==> src/rtl/imod_pkg.sv <==
package imod_pkg;

    // control word field positions
    localparam int CTRL_EN  = 0;
    localparam int CTRL_CLR = 1;
    localparam int CTRL_EXT = 2;
    localparam int CTRL_W   = 3;

    // configuration address layout
    localparam int ADDR_W       = 3;
    localparam int ADDR_DIR_BIT = 2;
    localparam int ADDR_TMR_BIT = 1;
    localparam int ADDR_REG_BIT = 0;

    localparam int NUM_DIR = 2;
    localparam int NUM_TMR = 2;

    typedef enum logic {
        TK_BURST = 1'b0,
        TK_IDLE  = 1'b1
    } timer_kind_e;

endpackage

==> src/rtl/imod_timer.sv <==
module imod_timer
    import imod_pkg::*;
#(
    parameter int          THR_W = 16,
    parameter timer_kind_e KIND  = TK_BURST
) (
    input  logic              clk,
    input  logic              rst_n,
    input  logic              us_tick,
    input  logic              evt,
    input  logic              kill,
    input  logic              ctrl_we,
    input  logic              thr_we,
    input  logic [THR_W-1:0]  wdata,
    output logic              fire_o,
    output logic              enabled_o,
    output logic              running_o,
    output logic [CTRL_W-1:0] ctrl_rd,
    output logic [THR_W-1:0]  thr_rd
);

    typedef struct packed {
        logic             en;
        logic             ext;
        logic             run;
        logic [THR_W-1:0] cnt;
        logic [THR_W-1:0] thr;
    } tmr_state_t;

    tmr_state_t s_d, s_q;
    logic       tick;
    logic       restart;

    always_comb begin
        tick = s_q.ext ? us_tick : 1'b1;
        if (KIND == TK_IDLE) begin
            restart = evt;
        end else begin
            restart = evt && (!s_q.run || kill);
        end
        fire_o = s_q.en && s_q.run && tick && (s_q.cnt >= s_q.thr)
                 && !((KIND == TK_IDLE) && evt);

        s_d = s_q;
        if (kill) begin
            s_d.run = 1'b0;
            s_d.cnt = '0;
        end else if (s_q.run && tick) begin
            s_d.cnt = s_q.cnt + THR_W'(1);
        end
        if (restart && s_q.en) begin
            s_d.run = 1'b1;
            s_d.cnt = '0;
        end
        if (thr_we) begin
            s_d.thr = wdata;
        end
        if (ctrl_we) begin
            s_d.en  = wdata[CTRL_EN] & ~wdata[CTRL_CLR];
            s_d.ext = wdata[CTRL_EXT];
            if (wdata[CTRL_CLR] || !wdata[CTRL_EN]) begin
                s_d.run = 1'b0;
                s_d.cnt = '0;
            end
        end
    end

    always_ff @(posedge clk) begin
        if (!rst_n) begin
            s_q <= '0;
        end else begin
            s_q <= s_d;
        end
    end

    assign enabled_o = s_q.en;
    assign running_o = s_q.run;
    assign ctrl_rd   = {s_q.ext, 1'b0, s_q.en};
    assign thr_rd    = s_q.thr;

    // a disabled timer is never running
    assert_off_stopped_R3: assert property (@(posedge clk) disable iff (!rst_n)
        !s_q.en |-> !s_q.run);

    // clear write zeroes and stops the timer
    assert_clear_R3: assert property (@(posedge clk) disable iff (!rst_n)
        (ctrl_we && wdata[CTRL_CLR]) |=> (!s_q.en && !s_q.run && s_q.cnt == '0));

    // a running timer advances by exactly one per tick
    assert_count_step_R5: assert property (@(posedge clk) disable iff (!rst_n)
        (s_q.run && tick && !kill && !ctrl_we && !restart)
        |=> (s_q.cnt == $past(s_q.cnt) + THR_W'(1)));

    generate
        if (KIND == TK_IDLE) begin : g_idle_chk
            // every completion reloads the gap timer
            assert_gap_reload_R6: assert property (@(posedge clk) disable iff (!rst_n)
                (evt && s_q.en && !ctrl_we) |=> (s_q.run && s_q.cnt == '0));
        end
    endgenerate

endmodule

==> src/rtl/imod_channel.sv <==
module imod_channel
    import imod_pkg::*;
#(
    parameter int THR_W = 16
) (
    input  logic                            clk,
    input  logic                            rst_n,
    input  logic                            us_tick,
    input  logic                            evt,
    input  logic [NUM_TMR-1:0]              we_ctrl,
    input  logic [NUM_TMR-1:0]              we_thr,
    input  logic [THR_W-1:0]                wdata,
    output logic                            irq_o,
    output logic [NUM_TMR-1:0][CTRL_W-1:0]  ctrl_rd,
    output logic [NUM_TMR-1:0][THR_W-1:0]   thr_rd
);

    typedef struct packed {
        logic done;
    } chan_state_t;

    chan_state_t          c_d, c_q;
    logic [NUM_TMR-1:0]   fire;
    logic [NUM_TMR-1:0]   enabled;
    logic [NUM_TMR-1:0]   running;
    logic                 kill;
    logic                 mod_on;

    generate
        for (genvar k = 0; k < NUM_TMR; k++) begin : g_tmr
            localparam timer_kind_e KIND_K = (k == 0) ? TK_BURST : TK_IDLE;
            imod_timer #(
                .THR_W (THR_W),
                .KIND  (KIND_K)
            ) u_tmr (
                .clk       (clk),
                .rst_n     (rst_n),
                .us_tick   (us_tick),
                .evt       (evt),
                .kill      (kill),
                .ctrl_we   (we_ctrl[k]),
                .thr_we    (we_thr[k]),
                .wdata     (wdata),
                .fire_o    (fire[k]),
                .enabled_o (enabled[k]),
                .running_o (running[k]),
                .ctrl_rd   (ctrl_rd[k]),
                .thr_rd    (thr_rd[k])
            );
        end
    endgenerate

    always_comb begin
        mod_on = |enabled;
        kill   = |fire;
        c_d    = c_q;
        c_d.done = mod_on ? kill : evt;
    end

    always_ff @(posedge clk) begin
        if (!rst_n) begin
            c_q <= '0;
        end else begin
            c_q <= c_d;
        end
    end

    assign irq_o = c_q.done;

    // moderation off: every completion passes straight through
    assert_passthru_R4: assert property (@(posedge clk) disable iff (!rst_n)
        (!mod_on && evt) |=> irq_o);

    // after a firing with no new completion, both timers are stopped
    assert_stop_after_fire_R7: assert property (@(posedge clk) disable iff (!rst_n)
        (kill && !evt) |=> (running == '0));

    // a moderated interrupt needs a timer that was running
    assert_fire_needs_run_R7: assert property (@(posedge clk) disable iff (!rst_n)
        (mod_on && kill) |-> (running != '0));

endmodule

==> src/rtl/irq_moderator.sv <==
module irq_moderator
    import imod_pkg::*;
#(
    parameter int THR_W = 16
) (
    input  logic              clk,
    input  logic              rst_n,
    input  logic              us_tick,
    input  logic              tx_comp,
    input  logic              rx_comp,
    input  logic              cfg_we,
    input  logic [ADDR_W-1:0] cfg_waddr,
    input  logic [THR_W-1:0]  cfg_wdata,
    input  logic [ADDR_W-1:0] cfg_raddr,
    output logic [THR_W-1:0]  cfg_rdata,
    output logic              tx_irq,
    output logic              rx_irq
);

    logic [NUM_DIR-1:0]                           comp_vec;
    logic [NUM_DIR-1:0]                           irq_vec;
    logic [NUM_DIR-1:0][NUM_TMR-1:0]              we_ctrl;
    logic [NUM_DIR-1:0][NUM_TMR-1:0]              we_thr;
    logic [NUM_DIR-1:0][NUM_TMR-1:0][CTRL_W-1:0]  ctrl_all;
    logic [NUM_DIR-1:0][NUM_TMR-1:0][THR_W-1:0]   thr_all;

    assign comp_vec = {rx_comp, tx_comp};
    assign tx_irq   = irq_vec[0];
    assign rx_irq   = irq_vec[1];

    generate
        for (genvar d = 0; d < NUM_DIR; d++) begin : g_dir
            for (genvar k = 0; k < NUM_TMR; k++) begin : g_dec
                logic hit;
                assign hit = cfg_we
                             && (cfg_waddr[ADDR_DIR_BIT] == 1'(d))
                             && (cfg_waddr[ADDR_TMR_BIT] == 1'(k));
                assign we_ctrl[d][k] = hit && !cfg_waddr[ADDR_REG_BIT];
                assign we_thr[d][k]  = hit &&  cfg_waddr[ADDR_REG_BIT];
            end

            imod_channel #(
                .THR_W (THR_W)
            ) u_chan (
                .clk     (clk),
                .rst_n   (rst_n),
                .us_tick (us_tick),
                .evt     (comp_vec[d]),
                .we_ctrl (we_ctrl[d]),
                .we_thr  (we_thr[d]),
                .wdata   (cfg_wdata),
                .irq_o   (irq_vec[d]),
                .ctrl_rd (ctrl_all[d]),
                .thr_rd  (thr_all[d])
            );
        end
    endgenerate

    always_comb begin
        if (cfg_raddr[ADDR_REG_BIT]) begin
            cfg_rdata = thr_all[cfg_raddr[ADDR_DIR_BIT]][cfg_raddr[ADDR_TMR_BIT]];
        end else begin
            cfg_rdata = THR_W'(ctrl_all[cfg_raddr[ADDR_DIR_BIT]][cfg_raddr[ADDR_TMR_BIT]]);
        end
    end

    // the clear bit never reads back as set
    assert_clr_reads_zero_R3: assert property (@(posedge clk) disable iff (!rst_n)
        !cfg_raddr[ADDR_REG_BIT] |-> !cfg_rdata[CTRL_CLR]);

endmodule

==> config.mk <==
export PLATFORM = sky130hd
export DESIGN_NAME = irq_moderator
export DESIGN_NICKNAME = d
export VERILOG_FILES = /design/src/rtl/imod_pkg.sv /design/src/rtl/imod_timer.sv /design/src/rtl/imod_channel.sv /design/src/rtl/irq_moderator.sv
export SDC_FILE = /design/constraint.sdc
export NUM_CORES = 1
export LEC_CHECK = 0
export BUFFER_PORTS_ARGS = -buffer_cell sky130_fd_sc_hd__buf_2
export CAP_MARGIN = 15
export CORE_ASPECT_RATIO = 1.1
export CORE_UTILIZATION = 65
export DETAILED_ROUTE_END_ITERATION = 12
export GPL_TIMING_DRIVEN = 0
export PLACE_DENSITY = 0.84
export SETUP_SLACK_MARGIN = 0.05
export SLEW_MARGIN = 10
export SYNTH_ARGS = -nofsm -noshare
export SYNTH_HDL_FRONTEND = slang
export SYNTH_SLANG_ARGS = --single-unit
export TNS_END_PERCENT = 5
==> constraint.sdc <==
create_clock -name clk -period 7 [get_ports clk]
set_clock_uncertainty 0.15 [all_clocks]
set_input_delay 1.05 -clock clk [delete_from_list [all_inputs] [get_ports clk]]
set_output_delay 1.05 -clock clk [all_outputs]
set_load 0.02 [all_outputs]
# Word level (Yosys, flattened, before mapping)
# Index checks and enable logic that the tools add are counted.
# word_totals
input_bits,28
elab_cells,126
out_inout_bits,18
reg_bits,142
# classes
bitwise_logic,4
addsub,4
magnitude_cmp,6
mux,39
reduce_logical,51
# op_table
cell,n
17-bit two-way mux,12
16-bit two-way mux,11
16-bit by 1-bit adder with 16-bit output (second input constant),4
16-bit greater-or-equal comparator,4
32-bit two-way mux,2
1-bit logical AND,38
6-bit two-way mux,2
1-bit two-way mux,10
2-bit OR reduction,4
1-bit zero test,6
3-bit two-way mux,2
1-bit by 2-bit less-than comparator with 1-bit output (second input constant),2
1-bit logical OR,3
1-bit inverter,3
1-bit bitwise AND,1

# Logic depth before layout (Yosys ltp)
# Gate-level depths: netlist (run 1).
# logic_depth
depth_word,11
mapped_depth,9
mapped_depth_nobuf,8

# Hierarchy
# From an unflattened synthesis (run 1), not the netlist that was laid out.
# unflattened
cells_unflattened,979
hier_area_um2,8889.8
# by_module_without_submodules
module,cells_each,seq_area_each_um2,area_per_inst_um2,n_inst
imod_timer at g_dir[0].u_chan.g_tmr[0].u_tmr ...,224,700.7,2048.2,2
imod_timer at g_dir[0].u_chan.g_tmr[1].u_tmr ...,234,700.7,2018.2,2
irq_moderator,53,0.0,664.4,1
imod_channel,5,20.0,46.3,2

# Least setup slack after synthesis (run 1)
# No wires, ideal clock.
# synth_path
kind,input port to output port
from,input port cfg_raddr[1]
to,output port cfg_rdata[10]
arrival_time_ns,2.368
required_time_ns,5.800
n_path_buf,2
path_slack_ns,3.432
stages,4
cell_sequence,buf_2 buf_2 mux4_2 and2_1
# synth_via
elab_chain_cells,3
# synth_lines
element,line,rtl
"start, declared",irq_moderator.sv:14,"input logic [ADDR_W-1:0] cfg_raddr,"
16-bit two-way mux (not written as such) (2 in a row),irq_moderator.sv:61,cfg_rdata = thr_all[cfg_raddr[ADDR_DIR_BIT]][cfg_raddr[ADDR_TMR_BIT]];
16-bit two-way mux,irq_moderator.sv:60,if (cfg_raddr[ADDR_REG_BIT]) begin
"end, declared",irq_moderator.sv:15,"output logic [THR_W-1:0] cfg_rdata,"
# Every way passes these cells. The select of a mux whose other input is x is not followed.

# Worst setup path after layout (run 1)
# layout_path
from,input port cfg_raddr[2]
to,output port cfg_rdata[7]
# layout_via
elab_chain_cells,5
# layout_lines
element,line
32-bit two-way mux (not written as such) (2 in a row),irq_moderator.sv:61
16-bit two-way mux (not written as such) (2 in a row),irq_moderator.sv:61
16-bit two-way mux,irq_moderator.sv:60
# Every way passes these cells. The select of a mux whose other input is x is not followed.

==> metrics.txt, run 1 <==
syn nets=1032; syn avg cell area=8.58 um2; register area=0.00284 mm2; clock sinks=142; setup violators final=0; Crit Path Category=input pin to output pin; Startpoint Class=input pin; R2R depth=9; Buf+Inv Stages, Crit Path=3; H-Tree Depth=4; ant diodes=0; Root Driver=clkbuf_16; Sw Pwr=0.000439 W; PostCTS Resize Cnt=0; Int Pwr=0.00159 W; hold_ws=333 ps; Worst Max-Slew Pin Slew=855 ps; Top Ports=46; Final Hold Fails=0; Worst Path Arrival=2660 ps; initial antenna violation count=0; worst r2r src=g_dir[0].u_chan.g_tmr[0].u_tmr.s_q[16]; Inserted Clock Buffers=17; unrepaired setup endpoints after global routing=no; total grt overflow=0; CP most frequent cell=clkbuf_1; total wire length=19900 um; Sw Ratio=0.216; critical-path cell list=clkbuf_1, clkbuf_1, mux4_2, and2_1, buf_2; hold crit path type=flop to flop; Sum Neg Setup Slack=0 ps; Slowest cell on crit path=clkbuf_1; IO buf count=41; post-route minimum period=3860 ps; Clock transition at path regs=60 ps; Max-cap violations=0; Max Freq=259 MHz; Synth area leaders=dfxtp_1, ha_1, nand2_1; Worst Setup EP=cfg_rdata[7]; Setup Buffers After CTS=0; initial DRC count=555; Commonest cells post-synth=nand2_1, dfxtp_1, inv_1, nor2_1, ha_1; CTS tree=yes; most common cell in the netlist=nand2_1; R2R setup slack=4030 ps; core area=0.0120 mm2; final worst-path cycle share=0.552; CP max stage delay=480 ps; first-pass GRT wire length=32000 um; Post-synth EDFFs=0; Final nets=1092; area of the multi-input gates=0.00474 mm2; Die Area=0.0128 mm2; Filler cells=851; Site Rows=42; FFs w/ async S/R, synth=0; crit-path max FO=10; peak supply drop=171 uV; drt via density=5.83; # hold bufs at CTS=0; final cell count without fillers=1163; stages on the worst setup path=5; vias in the first global route=6577; Worst EP required=5800 ps; Final ANT Viol Nets=0; DR pass1 iterations=5; Comb pwr share=0.063; Die H=119 um; Critical Path End Type=output pin; PD cells=222 mW/mm2; Vias=6779; Slew HR=0.426; Most used DFF post-synth=dfxtp_1; DRC Markers=0; largest net degree at the start of global routing=17; initial core utilization=0.667; Synth warnings=0; Synth top area share=0.354; Final HPWL DP=14600 um; clock network fraction of total power=0.528; die span in x=108 um; GRT Util Overall=0.326; RR Endpoint=g_dir[0].u_chan.g_tmr[0].u_tmr.s_q[26]; ratio of cells with drive above 1 in the final layout=0.135; gpl congestion=0.853; fin. max-slew vios=0; CTS Buffer Depth=2; Worst-Skew Late Latency=430 ps; mapped cell area=0.00803 mm2; Netlist cell types=60; Area Overhead vs Synth=13.6%; status=finished clean; flops & latches, synth=142; Placed Instances=1131; Reg power frac=0.409; Synth Instances=936; P_leak=3.45 nW; dominant cell type by area after synthesis=dfxtp_1; Top delay family on crit path=buffers and inverters; Seq/Total Area, Yosys=0.354; WL/cell=17.1 um; crit path launch=cfg_raddr[2]
metrics by stage:
| step | util | cell area [um2] | power (W) | setup slack, ps |
|---|---|---|---|---|
| floorplan | - | 8030 | 0.000928 | 3430 |
| global placement | 0.700 | 8430 | 0.000970 | 3190 |
| detailed placement | 0.700 | 8430 | 0.000973 | 3160 |
| CTS | 0.758 | 9130 | 0.00203 | 3160 |
| global route | 0.758 | 9130 | 0.00208 | 3070 |
| finish | 0.758 | 9130 | 0.00203 | 3140 |
cell usage in the layout (no fill, tap or decap), types with 27 or more instances in the layout:
| cell type | count |
|---|---|
| xor2_1 | 31 |
| nor2_1 | 74 |
| a21boi_0 | 58 |
| a21oi_1 | 32 |
| nand2_1 | 177 |
| ha_1 | 68 |
| inv_1 | 78 |
| xnor2_1 | 27 |
| dfxtp_1 | 142 |
| buf_2 | 47 |
metal layers:
| layer | routed length, um | GRT usage | up-vias | share of wire |
|---|---|---|---|---|
| met2 | 10000 | 0.553 | 209 | 0.50 |
| met5 | 0 | 0 | - | 0 |
| li1 | - | - | 3290 | - |
| met3 | 929 | 0.0557 | 64 | 0.047 |
| met1 | 8050 | 0.379 | 3216 | 0.40 |
| met4 | 895 | 0.195 | 0 | 0.045 |
power by group through the flow:
stage	clock, W	combinational, W	sequential, W
CTS	0.00107	0.000127	0.000830
global route	0.00111	0.000137	0.000832
detailed placement	0	0.000125	0.000848
finish	0.00107	0.000128	0.000831
global placement	0	0.000123	0.000847
floorplan	0	0.0000835	0.000844
flip-flops by register name (all words and copies together), names as in the netlist:
name / flops
g_dir.u_chan.g_tmr.u_tmr.s_q: 64
g_dir.u_chan.g_tmr.u_tmr.running_o: 4
g_dir.u_chan.irq_o: 2
g_dir.u_chan.g_tmr.u_tmr.enabled_o: 4
g_dir.u_chan.g_tmr.u_tmr.thr_rd: 64
g_dir.u_chan.g_tmr.u_tmr.ctrl_rd: 4
worst reg2reg max path: cells and delay by family, from the launching register on:
kind | cells | cell delay [ps]
compound gates | 4 | 1540
fa+ha+maj | 1 | 260
buf+inv | 2 | 320
flops | 1 | 380
simple gates | 2 | 250
how the worst min path moves through the flow:
| stage | from | to | slack (ps) | depth (start not counted) |
|---|---|---|---|---|
| floorplan | g_dir[0].u_chan.g_tmr[1].u_tmr.thr_rd[13] | g_dir[0].u_chan.g_tmr[1].u_tmr.thr_rd[13] | 300 | 2 |
| global placement | g_dir[0].u_chan.g_tmr[0].u_tmr.thr_rd[12] | g_dir[0].u_chan.g_tmr[0].u_tmr.thr_rd[12] | 310 | 2 |
| detailed placement | g_dir[0].u_chan.g_tmr[1].u_tmr.thr_rd[14] | g_dir[0].u_chan.g_tmr[1].u_tmr.thr_rd[14] | 320 | 2 |
| CTS | g_dir[0].u_chan.g_tmr[1].u_tmr.thr_rd[14] | g_dir[0].u_chan.g_tmr[1].u_tmr.thr_rd[14] | 330 | 2 |
| global route | g_dir[1].u_chan.g_tmr[0].u_tmr.thr_rd[1] | g_dir[1].u_chan.g_tmr[0].u_tmr.thr_rd[1] | 350 | 2 |
| finish | g_dir[0].u_chan.g_tmr[1].u_tmr.thr_rd[6] | g_dir[0].u_chan.g_tmr[1].u_tmr.thr_rd[6] | 330 | 2 |
layout make-up:
cell class | instances | share of cell area
inverters | 78 | 0.0321
flip-flops and latches | 142 | 0.312
plain buffers | 34 | 0.0174
multi-input cells | 682 | 0.519
well taps | 154 | 0.0211
clock inverters | 11 | 0.0258
clock buffers | 21 | 0.0505
repair buffers | 41 | 0.0225
kinds of logic after synthesis:
| family | share of synthesized area |
|---|---|
| AO/OA/AOI/OAI | 0.142 |
| XOR/XNOR | 0.0633 |
| adder cells (fa/ha/maj) | 0.106 |
| buffers and inverters | 0.0562 |
| flip-flops | 0.354 |
| multiplexers | 0.0620 |
| AND/OR/NAND/NOR | 0.217 |
Note: power is estimated with default switching activity, not from simulation.
==> run 2, diff against run 1 <==
--- a/config.mk
+++ b/config.mk
@@ -8,10 +8,10 @@
 export BUFFER_PORTS_ARGS = -buffer_cell sky130_fd_sc_hd__buf_2
 export CAP_MARGIN = 15
 export CORE_ASPECT_RATIO = 1.1
-export CORE_UTILIZATION = 65
+export CORE_UTILIZATION = 62
 export DETAILED_ROUTE_END_ITERATION = 12
 export GPL_TIMING_DRIVEN = 0
-export PLACE_DENSITY = 0.84
+export PLACE_DENSITY = 0.81
 export SETUP_SLACK_MARGIN = 0.05
 export SLEW_MARGIN = 10
 export SYNTH_ARGS = -nofsm -noshare
==> constraint.sdc (replaced) <==
create_clock -name clk -period 3.9 [get_ports clk]
set_clock_uncertainty 0.15 [all_clocks]
set_input_delay 0.585 -clock clk [delete_from_list [all_inputs] [get_ports clk]]
set_output_delay 0.585 -clock clk [all_outputs]
set_load 0.02 [all_outputs]
==> run 2 against run 1 <==
Compared with the run above: first-iteration DRC count decreased by 1.4%; combinational power increased by 78%; routed wire length decreased by 4.7%; sequential cell count unchanged; hold slack got worse by 38 ps; die area increased by 4.8%; total power increased by 63%; largest power group unchanged; sequential share of layout area increased by 0.40 points; via count decreased by 3.2%; highest routed layer is now met5; global-route usage decreased by 3.2 points.
==> metrics.txt, run 2 (synthesis gave the netlist of run 1 again) <==
Final ANT Viol Nets=0; IO buf count=41; Crit Path Category=input pin to output pin; Max Freq=343 MHz; first-pass GRT wire length=31000 um; status=finished clean; post-route minimum period=2920 ps; Filler cells=956; PD cells=367 mW/mm2; Final nets=1092; Die H=121 um; drt via density=5.64; crit-path max FO=10; Worst Path Arrival=2180 ps; total grt overflow=0; final worst-path cycle share=0.748; PostCTS Resize Cnt=0; DRC Markers=0; Sw Ratio=0.227; Critical Path End Type=output pin; Slew HR=0.443; Die Area=0.0134 mm2; initial core utilization=0.635; CTS Buffer Depth=2; gpl congestion=0.852; Site Rows=43; setup violators final=0; peak supply drop=439 uV; Sum Neg Setup Slack=0 ps; most frequent cells in the layout=nand2_1, dfxtp_1, inv_1; ratio of cells with drive above 1 in the final layout=0.133; Worst-Skew Late Latency=430 ps; initial antenna violation count=1; hold crit path type=input pin to flop; commonest non-fill, non-tap cell in the layout=nand2_1; Final HPWL DP=14300 um; P_leak=3.40 nW; Startpoint Class=input pin; ant diodes=0; Root Driver=clkbuf_16; fin. max-slew vios=0; Top Ports=46; Inserted Clock Buffers=17; Sw Pwr=0.000752 W; Worst EP required=3160 ps; DR pass1 iterations=5; total wire length=19000 um; vias in the first global route=6342; Vias=6565; Area Overhead vs Synth=12.2%; CTS tree=yes; unrepaired setup endpoints after global routing=no; Clock transition at path regs=60 ps; largest net degree at the start of global routing=17; Worst Max-Slew Pin Slew=829 ps; Final Cell Area=0.00901 mm2; Final Hold Fails=0; Comb pwr share=0.069; # hold bufs at CTS=0; die span in x=111 um; initial DRC count=547; clock network fraction of total power=0.481; Reg power frac=0.451; GRT Util Overall=0.294; core area=0.0126 mm2; Int Pwr=0.00256 W; H-Tree Depth=4; placed cell area=0.00843 mm2; clock sinks=142; WL/cell=16.3 um; Max-cap violations=0; Setup Buffers After CTS=0
## run 2: cell count changes in the layout (fill, tap and decap cells not counted), sizes merged
cell,delta
clkinvlp,-2
clkinv,+3
bufinv,-5
clkbuf,+3
## run 2: path summary, 6_finish.rpt
check	startpoint	endpoint	slack, ps	depth (start not counted)
worst max register to register	g_dir[0].u_chan.g_tmr[0].u_tmr.s_q[16]	g_dir[0].u_chan.g_tmr[0].u_tmr.s_q[24]	1220	9
worst min register to register	g_dir[0].u_chan.g_tmr[0].u_tmr.thr_rd[10]	g_dir[0].u_chan.g_tmr[0].u_tmr.thr_rd[10]	330	2
worst max-delay path	cfg_raddr[2]	cfg_rdata[14]	980	5
worst min-delay path	cfg_wdata[11]	g_dir[0].u_chan.g_tmr[0].u_tmr.thr_rd[11]	290	3
## run 2: power by group through the flow
stage               Combinational [W]  Sequential (W)  Clock (W)
floorplan                    0.000150         0.00152          0
global route                 0.000249         0.00149    0.00167
detailed placement           0.000225         0.00152          0
global placement             0.000221         0.00152          0
CTS                          0.000227         0.00149    0.00160
finish                       0.000228         0.00149    0.00159
## run 2: critical path: stages
cell	delay (ps)
clkbuf_1	380
clkbuf_1	480
mux4_2	420
and2_1	170
buf_2	150
## run 2: layer usage
layer,vias up,wire [um],track usage
met4,2,707,0.143
met3,50,1090,0.0674
li1,3282,-,-
met1,3043,7950,0.344
met2,188,9200,0.510
met5,-,11,0
## run 2: area by class of cell
cell class / instances / area (um2) / share of cell area
Clock buffer: 24 / 492 / 0.0546
Clock inverter: 7 / 85.1 / 0.00944
Buffer: 34 / 159 / 0.0176
Multi-Input combinational cell: 682 / 4740 / 0.526
Tap cell: 157 / 196 / 0.0218
Inverter: 78 / 293 / 0.0325
Sequential cell: 142 / 2840 / 0.316
Timing Repair Buffer: 41 / 205 / 0.0228
## run 2: stage by stage
stage / utilization / hold slack, ps / worst slack (ps) / power, W / std cells
6_report: 0.713 / 295 / 984 / 0.00331 / 1165
5_1_grt: 0.713 / 295 / 904 / 0.00341 / 1165
4_1_cts: 0.713 / 290 / 983 / 0.00331 / 1165
3_5_place_dp: 0.667 / 317 / 986 / 0.00175 / 1134
3_3_place_gp: 0.667 / 313 / 1030 / 0.00174 / 1134
2_1_floorplan: - / 295 / 1260 / 0.00167 / 936
==> run 3, diff against run 2 <==
==> constraint.sdc (replaced) <==
create_clock -name clk -period 2.8 [get_ports clk]
set_clock_uncertainty 0.15 [all_clocks]
set_input_delay 0.42 -clock clk [delete_from_list [all_inputs] [get_ports clk]]
set_output_delay 0.42 -clock clk [all_outputs]
set_load 0.02 [all_outputs]
==> run 3 against run 2 <==
Compared with the run above: final area is essentially flat; cell count stayed put; via count grew 0.87%; sequential power grew 40%; critical path type is now flop to flop; setup slack lost 800 ps; non-clock buffer count is the same; critical endpoint is now g_dir[0].u_chan.g_tmr[0].u_tmr.s_q[24]; count of clock-buffer cells in the layout unchanged.
==> metrics.txt, run 3 (synthesis gave the netlist of run 1 again) <==
peak supply drop=614 uV; Root Driver=clkbuf_16; fin util=0.713; P_leak=3.40 nW; core area=0.0126 mm2; Crit Path Category=flop to flop; gpl congestion=0.852; most frequent cells in the layout=nand2_1, dfxtp_1, inv_1; Final ANT Viol Nets=0; Design Power=0.00462 W; Buf+Inv Stages, Crit Path=2; setup violators final=0; status=finished clean; commonest non-fill, non-tap cell in the layout=nand2_1; largest net degree at the start of global routing=17; ant diodes=0; busiest grt layer=met2; Area Overhead vs Synth=12.3%; Worst Max-Slew Pin Slew=831 ps; Max-cap violations=0; final worst-path cycle share=0.934; Worst EP required=3010 ps; worst r2r src=g_dir[0].u_chan.g_tmr[0].u_tmr.s_q[16]; Worst-Skew Late Latency=430 ps; R2R setup slack=180 ps; hold path start=cfg_wdata[11]; ratio of cells with drive above 1 in the final layout=0.133; crit-path max FO=10; CTS Buffer Depth=2; Worst Path Arrival=2830 ps; PD cells=512 mW/mm2; WHS Path Cells=3; clock sinks=142; Setup Buffers After CTS=0; CP max stage delay=480 ps; Slowest cell on crit path=a2111oi_1; hold crit path type=input pin to flop; fin. max-slew vios=0; Sum Neg Setup Slack=0 ps; Max Freq=382 MHz; CTS tree=yes; final setup margin=185 ps; # hold bufs at CTS=0; Placement Setup Slack=102 ps; DR pass1 iterations=5; initial core utilization=0.635; DRC Markers=0; Critical Path End Type=flop; met3 Resource Use GR=0.0674; critical-path cell list=inv_1, ha_1, nand2b_1, a2111oi_1, o211ai_1, a21oi_4, o211ai_2, buf_4, nor2_1; Inserted Clock Buffers=17; vias in the first global route=6342; H-Tree Depth=4; Final Hold Fails=0; Die H=121 um; initial antenna violation count=1; Top delay family on crit path=compound AO/OA/AOI/OAI gates; met1 Use GR=0.344; Site Rows=43; Final HPWL DP=14300 um; total wire length=19000 um; R2R depth=9; initial DRC count=537; die span in x=111 um; post-route minimum period=2620 ps; first-pass GRT wire length=31000 um; total grt overflow=0; RR Endpoint=g_dir[0].u_chan.g_tmr[0].u_tmr.s_q[24]; Die Area=0.0134 mm2; Clock transition at path regs=60 ps; Top Ports=46; GRT met2 Usage=0.510; Final nets=1092; IO buf count=41; Slew HR=0.443; drt via density=5.68; WL/cell=16.3 um; Startpoint Class=flop; hold endpoint=g_dir[0].u_chan.g_tmr[0].u_tmr.thr_rd[11]; Vias=6622; unrepaired setup endpoints after global routing=yes; GRT Util Overall=0.294; Filler cells=954; hold_ws=127 ps
[run 3: what timing repair did]
action                     CTS  global route
gates resized for setup      0             2
setup endpoints to repair    0            39
hold endpoints to repair     0             0
[run 3: layout make-up]
type                    instances  area, um2  area share
clock inverters                 7       85.1     0.00943
multi-input cells             682       4750       0.526
well taps                     157        196      0.0218
clock buffers                  24        492      0.0545
inverters                      78        293      0.0325
repair buffers                 41        205      0.0228
flip-flops and latches        142       2840       0.315
plain buffers                  34        159      0.0176
[run 3: worst register-to-register path, delay by kind of cell, from the launching register on]
kind / cells / cell delay [ps]
fa+ha+maj: 1 / 260
buf+inv: 2 / 300
flops: 1 / 390
compound gates: 4 / 1210
simple gates: 2 / 250
[run 3: power breakdown]
| group | leakage, nW | switching, W | total [W] | internal [W] |
|---|---|---|---|---|
| Clock | 0.290 | 0.000827 | 0.00222 | 0.00139 |
| Combinational | 1.97 | 0.000197 | 0.000320 | 0.000123 |
| Sequential | 1.15 | 0.0000275 | 0.00208 | 0.00205 |
| Total | 3.40 | 0.00105 | 0.00462 | 0.00356 |
[run 3: per-layer routing]
layer	vias to the layer above	share of wire
li1	3283	-
met1	3063	0.42
met2	216	0.48
met3	58	0.056
met4	2	0.041
met5	-	0.00058
[run 3: how the worst max path moves through the flow]
stage                                                 startpoint                                     end  slack (ps)  depth (start not counted)
after floorplan                                     cfg_raddr[1]                           cfg_rdata[10]         490                          4
after global placement    g_dir[0].u_chan.g_tmr[0].u_tmr.s_q[16]  g_dir[0].u_chan.g_tmr[0].u_tmr.s_q[27]         190                          9
after detailed placement  g_dir[0].u_chan.g_tmr[0].u_tmr.s_q[16]  g_dir[0].u_chan.g_tmr[0].u_tmr.s_q[24]         100                          9
after CTS                 g_dir[0].u_chan.g_tmr[0].u_tmr.s_q[16]  g_dir[0].u_chan.g_tmr[0].u_tmr.s_q[24]          70                          9
after global routing      g_dir[0].u_chan.g_tmr[0].u_tmr.s_q[16]  g_dir[0].u_chan.g_tmr[0].u_tmr.s_q[24]          10                          9
final                     g_dir[0].u_chan.g_tmr[0].u_tmr.s_q[16]  g_dir[0].u_chan.g_tmr[0].u_tmr.s_q[24]         180                          9
[run 3: metrics by stage]
step / instance area, um2 / instances
finish: 9020 / 1165
global route: 9020 / 1165
CTS: 9010 / 1165
detailed placement: 8430 / 1134
global placement: 8430 / 1134
floorplan: 8030 / 936
